--- src/rtl/quad_dac_pkg.sv ---
// Shared types for the quad DAC register controller.
// Assumes nothing beyond IEEE 1800-2017 packages.
package quad_dac_pkg;

    // Class of action a captured address/control field asks for
    typedef enum logic [2:0] {
        CMD_NOP,
        CMD_LOAD_ONE,
        CMD_LOAD_ALL,
        CMD_SLEEP,
        CMD_RESERVED
    } cmd_kind_e;

endpackage

--- src/rtl/pin_sync.sv ---
// Multi-stage synchronizer for a bundle of asynchronous pins.
// Assumes each pin holds its level for longer than STAGES clk periods.
module pin_sync #(
    parameter int              W       = 4,
    parameter int              STAGES  = 2,
    parameter logic [W-1:0]    RST_VAL = '0
) (
    input  logic         clk,
    input  logic         rst_n,
    input  logic [W-1:0] pin_i,
    output logic [W-1:0] lvl_o
);
    logic [W-1:0] stg [STAGES];

    // First stage captures the raw pins
    always_ff @(posedge clk) begin
        if (!rst_n) stg[0] <= RST_VAL;
        else        stg[0] <= pin_i;
    end

    generate
        for (genvar s = 1; s < STAGES; s++) begin : g_stage
            // Further stages settle metastability
            always_ff @(posedge clk) begin
                if (!rst_n) stg[s] <= RST_VAL;
                else        stg[s] <= stg[s-1];
            end
        end
    endgenerate

    assign lvl_o = stg[STAGES-1];
endmodule

--- src/rtl/word_shifter.sv ---
// Serial-in shift register with a chaining output taken from its last stage.
// Assumes the edge strobes are single-cycle pulses in the clk domain.
module word_shifter #(
    parameter int WORD_W = 16
) (
    input  logic              clk,
    input  logic              rst_n,
    input  logic              clr_i,
    input  logic              sel_i,
    input  logic              rise_i,
    input  logic              fall_i,
    input  logic              din_i,
    output logic [WORD_W-1:0] word_o,
    output logic              dout_o
);
    // Shift on a selected rising edge, clear on request
    always_ff @(posedge clk) begin
        if (!rst_n)              word_o <= '0;
        else if (clr_i)          word_o <= '0;
        else if (sel_i && rise_i) word_o <= {word_o[WORD_W-2:0], din_i};
    end

    // Present the last stage after a selected falling edge
    always_ff @(posedge clk) begin
        if (!rst_n)              dout_o <= 1'b0;
        else if (clr_i)          dout_o <= 1'b0;
        else if (sel_i && fall_i) dout_o <= word_o[WORD_W-1];
    end
endmodule

--- src/rtl/cmd_decode.sv ---
// Decodes the address/control field into a channel write mask and a command class.
// Assumes NUM_CH+2 < 2**ADDR_W so the codes do not overlap.
module cmd_decode
    import quad_dac_pkg::*;
#(
    parameter int NUM_CH = 4,
    parameter int ADDR_W = 4
) (
    input  logic [ADDR_W-1:0] addr_i,
    output logic [NUM_CH-1:0] mask_o,
    output cmd_kind_e         kind_o
);
    localparam logic [ADDR_W-1:0] ALL_CODE   = '1;
    localparam logic [ADDR_W-1:0] SLEEP_CODE = ALL_CODE - 1'b1;

    // Map the field to a class and the channels it writes
    always_comb begin
        mask_o = '0;
        kind_o = CMD_RESERVED;
        for (int i = 0; i < NUM_CH; i++) begin
            if (addr_i == ADDR_W'(i + 1)) begin
                mask_o[i] = 1'b1;
                kind_o    = CMD_LOAD_ONE;
            end
        end
        if (addr_i == '0) begin
            kind_o = CMD_NOP;
        end else if (addr_i == ALL_CODE) begin
            kind_o = CMD_LOAD_ALL;
            mask_o = '1;
        end else if (addr_i == SLEEP_CODE) begin
            kind_o = CMD_SLEEP;
        end
    end
endmodule

--- src/rtl/channel_bank.sv ---
// Holds one code register per channel and writes the masked ones on a load.
// Assumes clear has priority over a load in the same cycle.
module channel_bank #(
    parameter int NUM_CH = 4,
    parameter int CODE_W = 10
) (
    input  logic                     clk,
    input  logic                     rst_n,
    input  logic                     clr_i,
    input  logic                     load_i,
    input  logic [NUM_CH-1:0]        mask_i,
    input  logic [CODE_W-1:0]        data_i,
    output logic [NUM_CH*CODE_W-1:0] code_o
);
    generate
        for (genvar g = 0; g < NUM_CH; g++) begin : g_ch
            // Per-channel code register
            always_ff @(posedge clk) begin
                if (!rst_n)                 code_o[g*CODE_W +: CODE_W] <= '0;
                else if (clr_i)             code_o[g*CODE_W +: CODE_W] <= '0;
                else if (load_i && mask_i[g]) code_o[g*CODE_W +: CODE_W] <= data_i;
            end
        end
    endgenerate
endmodule

--- src/rtl/quad_dac_ctrl.sv ---
// Top of the quad DAC register controller: samples the serial pins, shifts
// command words, decodes them on the strobe's rising edge and keeps the
// channel codes and the sleep flag. Assumes sck phases and strobe gaps last
// several clk periods.
module quad_dac_ctrl
    import quad_dac_pkg::*;
#(
    parameter int NUM_CH      = 4,
    parameter int CODE_W      = 10,
    parameter int ADDR_W      = 4,
    parameter int PAD_W       = 2,
    parameter int SYNC_STAGES = 2
) (
    input  logic                     clk,
    input  logic                     rst_n,
    input  logic                     sck,
    input  logic                     din,
    input  logic                     cs_ld,
    input  logic                     clr_n,
    output logic                     dout,
    output logic                     sleep,
    output logic [NUM_CH*CODE_W-1:0] code
);
    localparam int WORD_W = ADDR_W + CODE_W + PAD_W;

    logic [3:0]        pins_s;
    logic              sck_s, din_s, cs_s, clr_act;
    logic              sck_prev, cs_prev;
    logic              sck_rise, sck_fall, load_stb, load_eff;
    logic [WORD_W-1:0] word_q;
    logic [ADDR_W-1:0] addr;
    logic [NUM_CH-1:0] wr_mask;
    cmd_kind_e         kind;

    pin_sync #(.W(4), .STAGES(SYNC_STAGES), .RST_VAL(4'b1100)) u_sync (
        .clk   (clk),
        .rst_n (rst_n),
        .pin_i ({clr_n, cs_ld, din, sck}),
        .lvl_o (pins_s)
    );

    assign sck_s   = pins_s[0];
    assign din_s   = pins_s[1];
    assign cs_s    = pins_s[2];
    assign clr_act = ~pins_s[3];

    // Previous levels for edge detection
    always_ff @(posedge clk) begin
        if (!rst_n) begin
            sck_prev <= 1'b0;
            cs_prev  <= 1'b1;
        end else begin
            sck_prev <= sck_s;
            cs_prev  <= cs_s;
        end
    end

    assign sck_rise = sck_s & ~sck_prev;
    assign sck_fall = ~sck_s & sck_prev;
    assign load_stb = cs_s & ~cs_prev;
    assign load_eff = load_stb & ~clr_act;

    word_shifter #(.WORD_W(WORD_W)) u_shift (
        .clk    (clk),
        .rst_n  (rst_n),
        .clr_i  (clr_act),
        .sel_i  (~cs_s),
        .rise_i (sck_rise),
        .fall_i (sck_fall),
        .din_i  (din_s),
        .word_o (word_q),
        .dout_o (dout)
    );

    assign addr = word_q[WORD_W-1 -: ADDR_W];

    cmd_decode #(.NUM_CH(NUM_CH), .ADDR_W(ADDR_W)) u_dec (
        .addr_i (addr),
        .mask_o (wr_mask),
        .kind_o (kind)
    );

    channel_bank #(.NUM_CH(NUM_CH), .CODE_W(CODE_W)) u_bank (
        .clk    (clk),
        .rst_n  (rst_n),
        .clr_i  (clr_act),
        .load_i (load_eff),
        .mask_i (wr_mask),
        .data_i (word_q[PAD_W +: CODE_W]),
        .code_o (code)
    );

    // Sleep flag: set by the sleep command, cleared by other valid loads
    always_ff @(posedge clk) begin
        if (!rst_n) begin
            sleep <= 1'b0;
        end else if (load_eff) begin
            if (kind == CMD_SLEEP)         sleep <= 1'b1;
            else if (kind != CMD_RESERVED) sleep <= 1'b0;
        end
    end
endmodule

--- config.mk ---
export PLATFORM = sky130hd
export DESIGN_NAME = quad_dac_ctrl
export DESIGN_NICKNAME = d
export VERILOG_FILES = /design/src/rtl/quad_dac_pkg.sv /design/src/rtl/pin_sync.sv /design/src/rtl/word_shifter.sv /design/src/rtl/cmd_decode.sv /design/src/rtl/channel_bank.sv /design/src/rtl/quad_dac_ctrl.sv
export SDC_FILE = /design/constraint.sdc
export NUM_CORES = 1
export LEC_CHECK = 0
export CAP_MARGIN = 20
export CORE_MARGIN = 8
export CORE_UTILIZATION = 51
export CTS_CLUSTER_DIAMETER = 200
export CTS_CLUSTER_SIZE = 24
export DETAILED_ROUTE_END_ITERATION = 6
export PLACE_DENSITY = 0.78
export SLEW_MARGIN = 20
export SYNTH_ARGS = -nofsm -noshare
export SYNTH_HDL_FRONTEND = slang
export SYNTH_SLANG_ARGS = --single-unit
export TNS_END_PERCENT = 30
--- constraint.sdc ---
create_clock -name clk -period 1.5 [get_ports clk]
set_clock_uncertainty 0.15 [all_clocks]
set_input_delay 0.15 -clock clk [delete_from_list [all_inputs] [get_ports clk]]
set_output_delay 0.15 -clock clk [all_outputs]
set_load 0.005 [all_outputs]
==> results.md <==
- Status: finished, final reports clean
- Ant diodes: 0
- Vias: between 1500 and 2000
- Hold Buf Count CTS: 0
- Worst path bufs/invs: 1
- Filler cell count: 370
- Initial Util: 53.4%
- Die Y: 86.8 um
- Syn_area_per_cell: slightly below 10 um^2
- Max clock buf depth: 2
- Sink Count: 68
- Sequential area share after synthesis: between 50% and 60%
- Finished Layout Cells: 387
- Headroom to the max-slew limit: approximately 85%
- DR pass1 iterations: 6
- Number of DRC markers in iteration 0: 74
- Crit end category: output port
- YS warnings: 0
- Clk Tree Root Cell: clkbuf_8
- EDFF count, synth: 0
- Mapped Nets: 268
- Peak per-stage delay on the critical path: 500 ps
- Final hold slack: 223 ps
- Num ports: 48
- Async SR Flop Fraction: 0%
- Drt total wl: between 5 and 6 mm
- Slew @ Worst Pin: between 200 and 250 ps
- Overall power: roughly 0.0034 W
- Placed Cells: roughly 370
- Dpl ws: -62.4 ps
- Clock Latency Late Sink: roughly 330 ps
- Core Footprint: around 4800 um^2
- Final period util: a little over nine tenths
- Tot GR Track Use: between 10% and 20%
- CTS buffer count: 9
- CP max stage cell: clkdlybuf4s50_1
- CP required: 1200 ps
- Reg clk slew, reported paths: roughly 70 ps
- Setup bufs post-CTS: 0
- F_max: a little under 700 MHz
- CP Cell Sequence: clkdlybuf4s50_1
- Setup ws final: between 30 and 40 ps
- Hold Crit Class: in -> reg
- Hold Fails Final Rpt: 0
- Hpwl dp: roughly 3.6 mm
- Nets: between 300 and 400
- Setup CP Type: reg -> out
- Die width: approximately 87 um
- Largest net degree at the start of global routing: 51
- Setup Viol. Count Final: 0
- GP Congestion: just under 0.8
- Total die area: between 7000 and 8000 um^2
- Area growth from synthesis to layout: 32.8%
- RSZ-0062 raised after global routing: false
- Grt ovf: 0
- Max Cap Viol: 0
- Vias/cell: a little under 5
- Fin crit period: ~1500 ps
- Slew Limit Fails: 0
- Synth Register Bits: just under 70
- Initial antenna violation count: 0
- PD cells: 1000 nW/um^2
- Mapped Area: between 2000 and 3000 um^2
- IO Port Bufs: 47
- Synth Instances: around 260
- Crit path max fanout: 2
- CTS tree: built
- Critical Path Source Type: flip-flop
- DRC viols: 0
- Number of global-route vias before repair: about 1800
- Cell variety after synth: 27
- Layout cells sized above 1: a little over an eighth
- CP arrival: 1170 ps
- Leak: 1.82 nW
- Layout Utilization: slightly above 70%
- Row count: 25
- WL/cell: ~13 um
- Ys flop type: dfxtp_1
- Routed Antenna Nets: 0
- Peak supply drop: between 0.0007 and 0.0008 V
- CTS H-Tree Depth: 3
- First-pass GRT wire length: ~8.4 mm
- Crit-path leading delay family: buffers and inverters
[kinds of logic (layout without fill, tap and decap cells)]
| logic type | after synthesis | count (layout) | synth area share (%) |
|---|---|---|---|
| buffers and inverters | 22 | 80 | 5.93 |
| multiplexers | 42 | 42 | 16.5 |
| flip-flops | 68 | 68 | 53.3 |
| AND/OR/NAND/NOR | 107 | 107 | 18.7 |
| XOR/XNOR | 1 | 1 | 0.343 |
| AO/OA/AOI/OAI | 22 | 22 | 5.29 |
[per-stage QoR]
step / area [um^2] / setup TNS (ps)
3_5_place_dp: 3140 / -1250
2_1_floorplan: 2550 / 0
5_1_grt: 3390 / 0
3_3_place_gp: 3140 / -358
6_report: 3390 / 0
4_1_cts: 3330 / 0
[final timing paths]
path                                          from               end  slack (ps)  cells after the start
worst max register to register  u_shift.word_o[15]  u_bank.code_o[1]         100                      4
worst min register to register    u_sync.stg[0][3]  u_sync.stg[1][3]         260                      1
worst min-delay path                         clr_n  u_sync.stg[0][3]         220                      2
worst max-delay path             u_bank.code_o[19]          code[19]          30                      1
[power breakdown]
group,internal (W),total [W],switching [W]
Sequential,0.00182,0.00182,0.00000391
Clock,0.000853,0.00149,0.000635
Combinational,0.0000387,0.0000851,0.0000464
Total,0.00271,0.00339,0.000686
[area by class of cell]
cell class / instances / area, um^2 / share of cell area (%)
Clock buffer: 12 / 155 / 4.58
Multi-Input combinational cell: 172 / 1040 / 30.8
Clock inverter: 4 / 47.5 / 1.40
Inverter: 2 / 7.51 / 0.221
Tap cell: 67 / 83.8 / 2.47
Timing Repair Buffer: 62 / 682 / 20.1
Sequential cell: 68 / 1370 / 40.4
[what timing repair did]
item | 4_1_cts | 5_1_grt
endpoints found under the setup margin | 15 | 54
gates resized for setup | 15 | 28
endpoints found under the hold margin | 0 | 0
[layer usage]
| metal | part of all wire (%) | up-vias | wire length (um) | global-route usage (%) |
|---|---|---|---|---|
| met1 | 46 | 883 | 2320 | 15.7 |
| li1 | - | 964 | - | - |
| met2 | 47 | 46 | 2410 | 23.8 |
| met4 | 1.9 | 0 | 99 | 9.70 |
| met3 | 5.0 | 10 | 255 | 3.50 |
| met5 | 0 | - | 0 | 0 |
[sequential cells by signal (all words and copies together) (netlist names)]
| name | cells |
|---|---|
| u_shift.dout_o | 1 |
| sck_prev | 1 |
| cs_prev | 1 |
| u_shift.word_o | 16 |
| u_bank.code_o | 40 |
| sleep | 1 |
| u_sync.stg | 8 |
[layout by cell type (no fill, tap or decap), drive strengths merged, types with 2 or more instances in the layout]
cell           Yosys  layout
dlygate4sd2        0      13
nor3b              2       2
nor3               3       3
clkinv             0       2
nand2             83      83
a21oi             16      16
inv                2       2
o211ai             2       2
dfxtp             68      68
dlymetal6s2s       0      21
buf               13      15
clkdlybuf4s50      0      13
and2               6       6
clkbuf             7      12
nand2b             5       5
and3               3       3
mux2i             42      42
[synthesized netlist by cell type (2+ instances only)]
library cell	count	area share [%]
o211ai_2	2	0.98
buf_4	3	0.88
nand2_1	83	12
and2_1	6	1.5
a21oi_1	16	3.1
inv_1	2	0.29
mux2i_1	42	16
nand2b_1	5	1.2
dfxtp_1	68	53
clkbuf_1	6	0.88
nor3_1	3	0.59
buf_6	7	3.1
buf_2	3	0.59
and3_1	3	0.74
No activity file was read; power rests on OpenSTA's default activity.
